$ cat src/rtl/amp_slicer_pkg.sv
package amp_slicer_pkg;
  typedef enum logic {
    MODE_DUAL       = 1'b0,
    MODE_TWO_THIRDS = 1'b1
  } slice_mode_e;

  localparam int unsigned TRK_HI = 0;
  localparam int unsigned TRK_LO = 1;
endpackage

$ cat src/rtl/ema_track.sv
module ema_track #(
  parameter int unsigned DW       = 12,
  parameter int unsigned K        = 4,
  parameter bit          SEED_MAX = 1'b0,
  parameter int unsigned LOCK_CNT = 64
) (
  input  logic          clk_i,
  input  logic          rst_ni,
  input  logic          upd_i,
  input  logic [DW-1:0] x_i,
  output logic [DW-1:0] avg_o,
  output logic          done_o
);
  localparam int unsigned CW = $clog2(LOCK_CNT + 1);
  localparam logic [DW-1:0] SEED = SEED_MAX ? {DW{1'b1}} : {DW{1'b0}};

  logic [DW-1:0]        avg_q;
  logic [CW-1:0]        cnt_q;
  logic signed [DW:0]   diff;
  logic signed [DW:0]   step;

  assign diff = $signed({1'b0, x_i}) - $signed({1'b0, avg_q});
  assign step = diff >>> K;   // floor division by 2^K

  always_ff @(posedge clk_i or negedge rst_ni) begin
    if (!rst_ni) begin
      avg_q <= SEED;
      cnt_q <= '0;
    end else if (upd_i) begin
      avg_q <= DW'($signed({1'b0, avg_q}) + step);
      if (cnt_q != CW'(LOCK_CNT)) cnt_q <= cnt_q + 1'b1;
    end
  end

  assign avg_o  = avg_q;
  assign done_o = (cnt_q == CW'(LOCK_CNT));
endmodule

$ cat src/rtl/slice_thresh.sv
module slice_thresh #(
  parameter int unsigned DW = 12
) (
  input  amp_slicer_pkg::slice_mode_e mode_i,
  input  logic [DW-1:0]               hi_i,
  input  logic [DW-1:0]               lo_i,
  output logic [DW-1:0]               thresh_o
);
  import amp_slicer_pkg::*;

  logic [DW-1:0] mid;
  logic [DW-1:0] q3;
  logic [DW-1:0] r3;
  logic [DW-1:0] two_thirds;

  // floor((h+l)/2) without a carry bit
  assign mid = (hi_i >> 1) + (lo_i >> 1) + {{(DW-1){1'b0}}, hi_i[0] & lo_i[0]};

  // floor(2h/3) = 2*(h/3) + (h%3 == 2)
  assign q3 = hi_i / DW'(3);
  assign r3 = hi_i % DW'(3);
  assign two_thirds = (q3 << 1) + {{(DW-1){1'b0}}, r3 == DW'(2)};

  always_comb begin
    unique case (mode_i)
      MODE_TWO_THIRDS: thresh_o = two_thirds;
      default:         thresh_o = mid;
    endcase
  end
endmodule

$ cat src/rtl/amp_slicer.sv
module amp_slicer #(
  parameter int unsigned DW       = 12,
  parameter int unsigned K        = 4,
  parameter int unsigned LOCK_CNT = 64
) (
  input  logic          clk_i,
  input  logic          rst_ni,
  input  logic          mode_i,
  input  logic          amp_valid_i,
  input  logic [DW-1:0] amp_i,
  output logic          level_valid_o,
  output logic          level_o,
  output logic [DW-1:0] thresh_o,
  output logic [DW-1:0] hi_avg_o,
  output logic [DW-1:0] lo_avg_o,
  output logic          locked_o
);
  import amp_slicer_pkg::*;

  slice_mode_e   mode;
  logic          is_hi;
  logic [1:0]    upd;
  logic [1:0]    done;
  logic [DW-1:0] avg [2];

  assign mode  = slice_mode_e'(mode_i);
  assign is_hi = amp_i > thresh_o;   // equal counts as low

  assign upd[TRK_HI] = amp_valid_i & is_hi;
  assign upd[TRK_LO] = amp_valid_i & ~is_hi & (mode == MODE_DUAL);

  for (genvar g = 0; g < 2; g++) begin : g_trk
    ema_track #(
      .DW       (DW),
      .K        (K),
      .SEED_MAX (g == TRK_HI),
      .LOCK_CNT (LOCK_CNT)
    ) u_trk (
      .clk_i  (clk_i),
      .rst_ni (rst_ni),
      .upd_i  (upd[g]),
      .x_i    (amp_i),
      .avg_o  (avg[g]),
      .done_o (done[g])
    );
  end

  slice_thresh #(.DW(DW)) u_thr (
    .mode_i   (mode),
    .hi_i     (avg[TRK_HI]),
    .lo_i     (avg[TRK_LO]),
    .thresh_o (thresh_o)
  );

  always_ff @(posedge clk_i or negedge rst_ni) begin
    if (!rst_ni) begin
      level_valid_o <= 1'b0;
      level_o       <= 1'b0;
    end else begin
      level_valid_o <= amp_valid_i;
      if (amp_valid_i) level_o <= is_hi;
    end
  end

  assign hi_avg_o = avg[TRK_HI];
  assign lo_avg_o = avg[TRK_LO];
  assign locked_o = done[TRK_HI] & (mode_i | done[TRK_LO]);
endmodule

$ cat config.mk
export PLATFORM = sky130hd
export DESIGN_NAME = amp_slicer
export DESIGN_NICKNAME = d
export VERILOG_FILES = /design/src/rtl/amp_slicer_pkg.sv /design/src/rtl/ema_track.sv /design/src/rtl/slice_thresh.sv /design/src/rtl/amp_slicer.sv
export SDC_FILE = /design/constraint.sdc
export NUM_CORES = 1
export LEC_CHECK = 0
export ABC_AREA = 1
export BUFFER_PORTS_ARGS = -buffer_cell sky130_fd_sc_hd__clkbuf_2
export CELL_PAD_IN_SITES_DETAIL_PLACEMENT = 1
export CELL_PAD_IN_SITES_GLOBAL_PLACEMENT = 2
export CORE_UTILIZATION = 29
export DETAILED_ROUTE_END_ITERATION = 10
export GPL_ROUTABILITY_DRIVEN = 0
export PLACE_DENSITY = 0.77
export SLEW_MARGIN = 20
export SYNTH_ARGS = -nofsm -noshare
export SYNTH_HDL_FRONTEND = slang
export SYNTH_HIERARCHICAL = 1
export SYNTH_SLANG_ARGS = --single-unit
$ cat constraint.sdc
create_clock -name clk_i -period 4.77 [get_ports clk_i]
set_clock_uncertainty 0.1 [all_clocks]
set_input_delay 0.954 -clock clk_i [delete_from_list [all_inputs] [get_ports clk_i]]
set_output_delay 0.954 -clock clk_i [all_outputs]
set_load 0.005 [all_outputs]
==> results of run 1 <==
-- what timing repair did --
item,CTS,global route
gates cloned,2,0
buffers inserted,39,14
endpoints found under the hold margin,0,0
resized for setup,93,66
setup endpoints to repair,42,43
pin swaps,22,37
-- per-stage QoR --
stage | area [µm²] | hold slack [ns] | util (%) | setup TNS (ns)
6_report | 7410 | 0.371 | 41.2 | -26.75
3_3_place_gp | 6310 | 0.359 | 35.1 | -22.12
4_1_cts | 7040 | 0.374 | 39.2 | -23.65
3_5_place_dp | 6310 | 0.361 | 35.1 | -26.87
2_1_floorplan | 5360 | 0.342 | - | -7.79
5_1_grt | 7410 | 0.380 | 41.2 | -40.72
-- flip-flops by register name, summed over array words and instances (netlist names) --
signal,flops
g_trk.u_trk/cnt_q,14
level_valid_o,1
g_trk.u_trk/avg_o,24
level_o,1
-- cell usage after synthesis (8+ instances only) --
cell type,count
sky130_fd_sc_hd__ha_1,74
sky130_fd_sc_hd__nand4_1,8
sky130_fd_sc_hd__nand2_1,214
sky130_fd_sc_hd__nand3_2,10
sky130_fd_sc_hd__a21oi_1,61
sky130_fd_sc_hd__xnor2_1,20
sky130_fd_sc_hd__o21ai_0,40
sky130_fd_sc_hd__inv_1,137
sky130_fd_sc_hd__nand2_2,10
sky130_fd_sc_hd__nor2_1,66
sky130_fd_sc_hd__nand3_1,45
sky130_fd_sc_hd__xor2_1,21
sky130_fd_sc_hd__dfrtp_1,28
sky130_fd_sc_hd__dfstp_2,12
-- cell families (layout without fill, tap and decap cells) --
group	count (synthesis)	count (layout)	synth area share [%]
adders and majority gates	78	78	18.9
DFF	40	40	19.1
AOI/OAI and AO/OA	136	136	14.8
buffers and inverters	147	309	10.4
xor gates and xnor gates	41	41	6.75
and+or+nand+nor	366	366	30.0
-- per-layer routing --
layer / vias up / routed length (µm)
li1: 2924 / -
met1: 2596 / 8850
met2: 77 / 8440
met3: 15 / 516
met4: 0 / 265
met5: - / 0
-- cell type report --
cell class | instances | area (µm²)
inverters | 141 | 554
repair buffers | 159 | 1170
clock buffers | 6 | 139
well taps | 229 | 287
repair inverters | 1 | 11.3
flip-flops and latches | 40 | 1020
multi-input cells | 621 | 4220
clock inverters | 2 | 15.0
fillers | 2305 | 10600
-- path summary, 6_finish.rpt --
check	cells after the start	end	start
setup / recovery	40	g_trk[1].u_trk/cnt_q[6]	g_trk[0].u_trk/avg_o[11]
hold / removal	1	g_trk[0].u_trk/cnt_q[6]	g_trk[0].u_trk/cnt_q[6]
setup reg to reg	40	g_trk[1].u_trk/cnt_q[6]	g_trk[0].u_trk/avg_o[11]
hold reg to reg	1	g_trk[0].u_trk/cnt_q[6]	g_trk[0].u_trk/cnt_q[6]
max in group asynchronous	2	g_trk[0].u_trk/cnt_q[0]	rst_ni
min in group asynchronous	2	g_trk[1].u_trk/cnt_q[0]	rst_ni
-- worst max-delay path: cells and delay by family, from the launching register on --
family | cells | cell delay (ns)
buffers and inverters | 20 | 2.37
xor gates and xnor gates | 1 | 0.17
adders and majority gates | 1 | 0.14
AOI/OAI and AO/OA | 3 | 0.52
and+or+nand+nor | 15 | 1.56
DFF | 1 | 0.59
==> PnR_summary.wiki, run 1 <==
{| class="wikitable"
! Metric !! Value
|-
| Final Cycle Share || 116%
|-
| Number of buffers inserted for hold repair after clock tree synthesis || 0
|-
| Cell at the root of the clock tree || sky130_fd_sc_hd__clkbuf_16
|-
| Minimum setup slack in the final design || -0.758 ns
|-
| Proportion of layout cells with a drive suffix above 1 || 32.2%
|-
| Average routed wire per standard cell || 15.1 µm
|-
| Global-route congestion overflow total || 0
|-
| Most frequent standard cell in the layout excluding fill and tap cells || sky130_fd_sc_hd__nand2_1
|-
| Final Max Tran Viols || 0
|-
| Count of H-tree levels built during CTS || 2
|-
| Total iterations of the first detailed-routing run || 4
|-
| Leading register cell type out of synthesis || sky130_fd_sc_hd__dfrtp_1
|-
| Relative max-transition margin || 60.3%
|-
| ANT nets after route || 0
|-
| Max-capacitance violation count || 0
|-
| Most frequent cells in the layout || sky130_fd_sc_hd__nand2_1, sky130_fd_sc_hd__inv_1, sky130_fd_sc_hd__buf_4
|-
| Routing layer with the top usage in global route || met2
|-
| Critical path required time || 4.89 ns
|-
| EDFF count, synth || 0
|-
| TritonCTS clock tree || yes
|-
| Post-detailed-routing wire length || 18100 µm
|-
| Cell repeated most along the worst path || sky130_fd_sc_hd__buf_4
|-
| Global-route wire length before repair || 28600 µm
|-
| Total global routing track utilization || 19.7%
|-
| Number of synthesized register bits || 40
|-
| Reg-to-reg slack, setup || -0.76 ns
|-
| Synthesized cell area || 5320 µm²
|-
| Largest cells by area after synthesis || sky130_fd_sc_hd__ha_1, sky130_fd_sc_hd__nand2_1, sky130_fd_sc_hd__dfrtp_1
|-
| Capturing element type of the critical path || flip-flop
|-
| Met3 routing resource usage after global routing || 2.47%
|-
| Nature of the critical path startpoint || flip-flop
|-
| GR Layer Usage met1 || 27.3%
|-
| Worst min-delay path class || reg -> reg
|-
| Via count || 5612
|-
| Maximum buffer depth of the clock tree || 2
|-
| Post-Syn Instances || 808
|-
| Fin crit period || 5.53 ns
|-
| Data arrival time of the critical path || 5.64 ns
|-
| Slowest cell on the critical path || sky130_fd_sc_hd__dfstp_2
|-
| Die X || 137 µm
|-
| Synth top area share || 17.4%
|-
| Total count of hold-check failures in the final report || 0
|-
| Number of standard-cell rows in the floorplan || 49
|-
| Total die area || 18900 µm²
|-
| Placed cell count || 1141
|-
| Avg Vias per Cell || 4.68
|-
| Ports || 55
|-
| IO buf count || 54
|-
| Clock slew at reported path FFs || 0.06 ns
|-
| Maximum number of pins on one net before global-route repair || 41
|-
| Synthesis warning total || 6
|-
| Area of the placeable core || 18000 µm²
|-
| Worst Setup Slack post-DPL || -0.831 ns
|-
| Result of the run || finished with violations
|-
| Number of buffers inserted during clock tree synthesis || 5
|-
| Top cell type by total area after synthesis || sky130_fd_sc_hd__ha_1
|-
| Proportion of register bits with asynchronous set or reset after synthesis || 100%
|-
| Number of global-route vias before repair || 5567
|-
| Hpwl dp || 13900 µm
|-
| Starting density of the core || 29.6%
|-
| Max Clk Rate || 0.181 GHz
|-
| Global routing usage on met2 || 32.0%
|-
| DR iter-0 viols || 175
|-
| Number of nets in the final layout || 1063
|-
| Syn_nets || 902
|-
| Growth of design area from synthesis to finish || 39.3%
|-
| Final cell count without fillers || 1199
|-
| Library cells used by synthesis || 44
|-
| Number of setup violations in the final report || 43
|-
| Slowest stage delay, CP || 0.59 ns
|-
| Setup repair after global routing missed its margin || true
|-
| Number of design rule violations left after detail routing || 0
|-
| Pin slew with the least headroom to its limit || 0.596 ns
|-
| Sequential fraction of the synthesis area || 19.1%
|-
| Category of the most critical setup path || reg -> reg
|-
| Diodes inserted || 0
|-
| Violations in the final reports || setup timing
|-
| Antenna violations before repair || 0
|-
| Crit path max fanout || 5
|-
| Synthesized area per cell || 6.58 µm²
|-
| Source-to-sink clock delay at the later pin of the worst-skew pair || 0.30 ns
|-
| Count of clock tree sinks || 40
|-
| Chip height || 137 µm
|}
Power of run 1 is not shown: default switching activity piles up to over one toggle a cycle in this logic, so the estimate is an artifact.
==> run 2, diff against run 1 <==
- CELL_PAD_IN_SITES_DETAIL_PLACEMENT: 1 -> 2
- GPL_TIMING_DRIVEN: default -> 0
- PLACE_DENSITY: 0.77 -> default
- PLACE_DENSITY_LB_ADDON: default -> 0.1
==> PnR_summary.wiki, run 2 (same netlist as run 1, synthesis figures left out) <==
{| class="wikitable"
! Metric !! Value
|-
| Minimum setup slack in the final design || -1.00 ns
|-
| Setup repair after global routing missed its margin || true
|-
| Via count || 5780
|-
| Area of all sequential standard cells || 1020 µm²
|-
| Number of design rule violations left after detail routing || 0
|-
| Number of standard-cell rows in the floorplan || 49
|-
| ANT nets after route || 0
|-
| Count of H-tree levels built during CTS || 2
|-
| Placement Cell Area || 5920 µm²
|-
| Number of setup violations in the final report || 42
|-
| Fin crit period || 5.77 ns
|-
| Reg-to-reg slack, setup || -1.00 ns
|-
| Area of the placeable core || 18000 µm²
|-
| Final Max Tran Viols || 0
|-
| Relative max-transition margin || 55.6%
|-
| Max-capacitance violation count || 0
|-
| Crit path max fanout || 4
|-
| Worst path top cell family by delay || simple AND/OR/NAND/NOR gates
|-
| Pin slew with the least headroom to its limit || 0.666 ns
|-
| Number of buffer and inverter instances along the worst setup path || 13
|-
| Most frequent cells in the layout || sky130_fd_sc_hd__nand2_1, sky130_fd_sc_hd__inv_1, sky130_fd_sc_hd__ha_1
|-
| Violations in the final reports || setup timing
|-
| Cell repeated most along the worst path || sky130_fd_sc_hd__nand2_2
|-
| Final cell count without fillers || 1174
|-
| Category of the most critical setup path || reg -> reg
|-
| Result of the run || finished with violations
|-
| DR iter-0 viols || 147
|-
| Data arrival time of the critical path || 5.90 ns
|-
| Global-route wire length before repair || 33200 µm
|-
| Avg Vias per Cell || 4.92
|-
| Ports || 55
|-
| Die X || 137 µm
|-
| Number of global-route vias before repair || 6245
|-
| Maximum number of pins on one net before global-route repair || 41
|-
| Capturing element type of the critical path || flip-flop
|-
| Final Cycle Share || 121%
|-
| Post-detailed-routing wire length || 22000 µm
|-
| Flip-flop count of the largest register after layout || 24
|-
| IO buf count || 54
|-
| Number of nets in the final layout || 1038
|-
| Worst min-delay path class || reg -> reg
|-
| Slowest stage delay, CP || 0.58 ns
|-
| Maximum buffer depth of the clock tree || 2
|-
| Antenna violations before repair || 0
|-
| Count of clock tree sinks || 40
|-
| Source-to-sink clock delay at the later pin of the worst-skew pair || 0.30 ns
|-
| Most frequent standard cell in the layout excluding fill and tap cells || sky130_fd_sc_hd__nand2_1
|-
| Worst hold slack || 0.382 ns
|-
| Hpwl dp || 15700 µm
|-
| Area of the multi-input gates || 4430 µm²
|-
| Total iterations of the first detailed-routing run || 4
|-
| Placed cell count || 1091
|-
| Diodes inserted || 0
|-
| Proportion of layout cells with a drive suffix above 1 || 34.3%
|-
| Slowest cell on the critical path || sky130_fd_sc_hd__dfstp_2
|-
| Number of buffers inserted during clock tree synthesis || 5
|-
| Total global routing track utilization || 23.2%
|-
| Total die area || 18900 µm²
|-
| Aggregate negative setup slack || -36.22 ns
|-
| Number of fill cells || 2130
|-
| Average routed wire per standard cell || 18.8 µm
|-
| Clock slew at reported path FFs || 0.07 ns
|-
| Total count of hold-check failures in the final report || 0
|-
| Final cell area excluding filler cells || 7480 µm²
|-
| Growth of design area from synthesis to finish || 40.7%
|-
| Cell at the root of the clock tree || sky130_fd_sc_hd__clkbuf_16
|-
| Chip height || 137 µm
|-
| Global-route congestion overflow total || 0
|-
| TritonCTS clock tree || yes
|-
| Nature of the critical path startpoint || flip-flop
|-
| Starting density of the core || 29.6%
|-
| Critical path required time || 4.90 ns
|-
| Max Clk Rate || 0.173 GHz
|}
==> run 2: worst reg2reg max path: cells and delay by family (launching register included) <==
family / cells / cell delay [ns]
and+or+nand+nor: 20 / 1.85
DFF: 1 / 0.58
adders and majority gates: 1 / 0.26
buffers and inverters: 13 / 1.57
AOI/OAI and AO/OA: 8 / 1.34
==> run 2: path summary, 6_finish.rpt <==
check | startpoint | to | depth (start not counted)
min in group asynchronous | rst_ni | level_o | 1
max in group asynchronous | rst_ni | g_trk[1].u_trk/avg_o[2] | 1
worst min register to register | g_trk[0].u_trk/cnt_q[6] | g_trk[0].u_trk/cnt_q[6] | 1
worst max register to register | g_trk[0].u_trk/avg_o[11] | g_trk[1].u_trk/avg_o[6] | 42
worst max-delay path | g_trk[0].u_trk/avg_o[11] | g_trk[1].u_trk/avg_o[6] | 42
worst min-delay path | g_trk[0].u_trk/cnt_q[6] | g_trk[0].u_trk/cnt_q[6] | 1
==> run 2: area by class of cell <==
cell class	count	area share, %
multi-input combinational	621	59.2
buffer	6	0.987
sequential	40	13.6
clock buffer	5	1.67
timing repair buffer	129	12.7
tap	229	3.83
inverter	141	7.34
clock inverter	3	0.636
==> run 2: through the flow <==
step                utilization [%]  setup WS [ns]
floorplan                         -         -0.340
global placement               33.0          -1.29
detailed placement             33.0          -1.57
CTS                            38.4         -0.913
global route                   41.6          -1.35
finish                         41.6          -1.00
==> run 2: timing repair <==
action / CTS / global route
pin swaps: 49 / 60
buffers inserted: 54 / 21
setup endpoints to repair: 42 / 47
hold buffers: 0 / 0
gates cloned: 2 / 0
resized for setup: 109 / 111
hold endpoints to repair: 0 / 0
==> run 2: per-layer routing <==
| layer | wire length (µm) | GRT usage [%] | vias to the layer above | share of wire [%] |
|---|---|---|---|---|
| met1 | 10400 | 30.4 | 2816 | 47 |
| met3 | 440 | 2.83 | 22 | 2.0 |
| li1 | - | - | 2871 | - |
| met4 | 325 | 6.23 | 0 | 1.5 |
| met2 | 10900 | 39.7 | 71 | 49 |
| met5 | 0 | 0 | - | 0 |
Power of run 2 is left out for the same reason.
==> run 3, diff against run 2 <==
- CORE_MARGIN: default -> 10
==> PnR_summary.wiki, run 3 (same netlist as run 1, synthesis figures left out) <==
{| class="wikitable"
! Metric !! Value
|-
| Result of the run || finished with violations
|-
| Violations in the final reports || setup timing
|-
| Average routed wire per standard cell || 20.2 µm
|-
| IO buf count || 54
|-
| Chip height || 155 µm
|-
| Number of setup violations in the final report || 42
|-
| Slowest cell on the critical path || sky130_fd_sc_hd__dfstp_2
|-
| Total global routing track utilization || 18.5%
|-
| Source-to-sink clock delay at the later pin of the worst-skew pair || 0.30 ns
|-
| Data arrival time of the critical path || 5.99 ns
|-
| Routed length on met2 || 11600 µm
|-
| Starting density of the core || 29.5%
|-
| Clock slew at reported path FFs || 0.07 ns
|-
| Count of clock tree sinks || 40
|-
| Routed wl met3 || 770 µm
|-
| Relative max-transition margin || 51.6%
|-
| Ports || 55
|-
| Capturing element type of the critical path || flip-flop
|-
| Number of buffers inserted for hold repair after clock tree synthesis || 0
|-
| Number of design rule violations left after detail routing || 0
|-
| Number of nets in the final layout || 1038
|-
| Pin slew with the least headroom to its limit || 0.725 ns
|-
| Area of the placeable core || 18000 µm²
|-
| Final Cycle Share || 124%
|-
| Max-capacitance violation count || 0
|-
| TritonCTS clock tree || yes
|-
| Maximum number of pins on one net before global-route repair || 41
|-
| Global-route congestion overflow total || 0
|-
| Critical path required time || 4.86 ns
|-
| Diodes inserted || 0
|-
| Total count of hold-check failures in the final report || 0
|-
| Fin crit period || 5.89 ns
|-
| Setup repair after global routing missed its margin || true
|-
| Post-detailed-routing wire length || 23700 µm
|-
| Final Max Tran Viols || 0
|-
| Antenna violations before repair || 0
|-
| Total iterations of the first detailed-routing run || 4
|-
| Worst hold slack || 0.377 ns
|-
| Total die area || 24200 µm²
|-
| Cell repeated most along the worst path || sky130_fd_sc_hd__nand2_2
|-
| Maximum buffer depth of the clock tree || 2
|-
| Die X || 155 µm
|-
| Avg Vias per Cell || 5.05
|-
| Worst path top cell family by delay || simple AND/OR/NAND/NOR gates
|-
| Via count || 5926
|-
| Wire length the detailed router placed on met1 || 10900 µm
|-
| Cell at the root of the clock tree || sky130_fd_sc_hd__clkbuf_16
|-
| Slowest stage delay, CP || 0.61 ns
|-
| Flip-flop count of the largest register after layout || 24
|-
| Proportion of layout cells with a drive suffix above 1 || 33.8%
|-
| Category of the most critical setup path || reg -> reg
|-
| Growth of design area from synthesis to finish || 41.1%
|-
| Most frequent cells in the layout || sky130_fd_sc_hd__nand2_1, sky130_fd_sc_hd__inv_1, sky130_fd_sc_hd__ha_1
|-
| Number of buffers inserted during clock tree synthesis || 5
|-
| Number of standard-cell rows in the floorplan || 49
|-
| Most frequent standard cell in the layout excluding fill and tap cells || sky130_fd_sc_hd__nand2_1
|-
| Crit path max fanout || 5
|-
| Max Clk Rate || 0.170 GHz
|-
| ANT nets after route || 0
|-
| Nature of the critical path startpoint || flip-flop
|-
| Hpwl dp || 16100 µm
|-
| Number of global-route vias before repair || 6710
|-
| Uppermost routed layer || met4
|-
| Number of buffer and inverter instances along the worst setup path || 9
|-
| Minimum setup slack in the final design || -1.12 ns
|-
| DR iter-0 viols || 168
|-
| Global-route wire length before repair || 36400 µm
|-
| Count of H-tree levels built during CTS || 2
|-
| Worst min-delay path class || reg -> reg
|}
run 3: changes by cell type in the layout (fill, tap and decap cells not counted), moves of 2 or more:
cell	previous run	this run
sky130_fd_sc_hd__nand2_2	49	44
sky130_fd_sc_hd__o21ai_4	2	5
sky130_fd_sc_hd__buf_6	14	19
sky130_fd_sc_hd__buf_4	59	55
sky130_fd_sc_hd__nand2_1	156	161
sky130_fd_sc_hd__clkbuf_2	50	52
sky130_fd_sc_hd__o21ai_2	18	15
sky130_fd_sc_hd__nor2_1	60	58
sky130_fd_sc_hd__nor2_4	8	6
sky130_fd_sc_hd__buf_8	4	2
sky130_fd_sc_hd__nand3_2	17	12
sky130_fd_sc_hd__nand3_1	26	30
sky130_fd_sc_hd__nor2_2	2	6
run 3: metrics by stage:
step                      TNS, ns  area (µm²)  utilization (%)  setup slack, ns  cells
after floorplan             -7.79        5360                -           -0.340    808
after global placement     -43.24        5920             32.8            -1.30   1091
after detailed placement   -53.06        5920             32.9            -1.56   1091
after CTS                  -33.01        7040             39.1           -0.901   1168
after global routing       -56.02        7500             41.6            -1.46   1174
final                      -41.80        7500             41.6            -1.12   1174
run 3: layer usage:
metal | vias up | GRT usage, %
met3 | 23 | 2.56
met4 | 0 | 4.06
met1 | 2941 | 24.2
met2 | 87 | 31.6
li1 | 2875 | -
met5 | - | 0
run 3: repair_timing:
item | in CTS | in global routing
buffers inserted | 67 | 23
gates cloned | 2 | 0
endpoints found under the setup margin | 42 | 47
resized for setup | 112 | 109
pin swaps | 47 | 52
run 3: cell type report:
type | count | area (µm²)
buffer | 5 | 58.8
clock buffer | 5 | 125
clock inverter | 3 | 47.5
fill | 2144 | 10500
inverter | 141 | 551
multi-input combinational | 621 | 4450
sequential | 40 | 1020
tap | 229 | 287
timing repair buffer | 130 | 963
run 3: final timing paths:
path / cells past startpoint / startpoint / slack [ns] / to
min in group asynchronous: 1 / rst_ni / 0.63 / level_valid_o
max reg2reg: 43 / g_trk[0].u_trk/avg_o[11] / -1.12 / g_trk[1].u_trk/avg_o[4]
max in group asynchronous: 1 / rst_ni / 3.49 / g_trk[1].u_trk/avg_o[1]
min reg2reg: 1 / g_trk[1].u_trk/cnt_q[6] / 0.38 / g_trk[1].u_trk/cnt_q[6]
max: 43 / g_trk[0].u_trk/avg_o[11] / -1.12 / g_trk[1].u_trk/avg_o[4]
min: 1 / g_trk[1].u_trk/cnt_q[6] / 0.38 / g_trk[1].u_trk/cnt_q[6]
Power of run 3 is left out for the same reason.
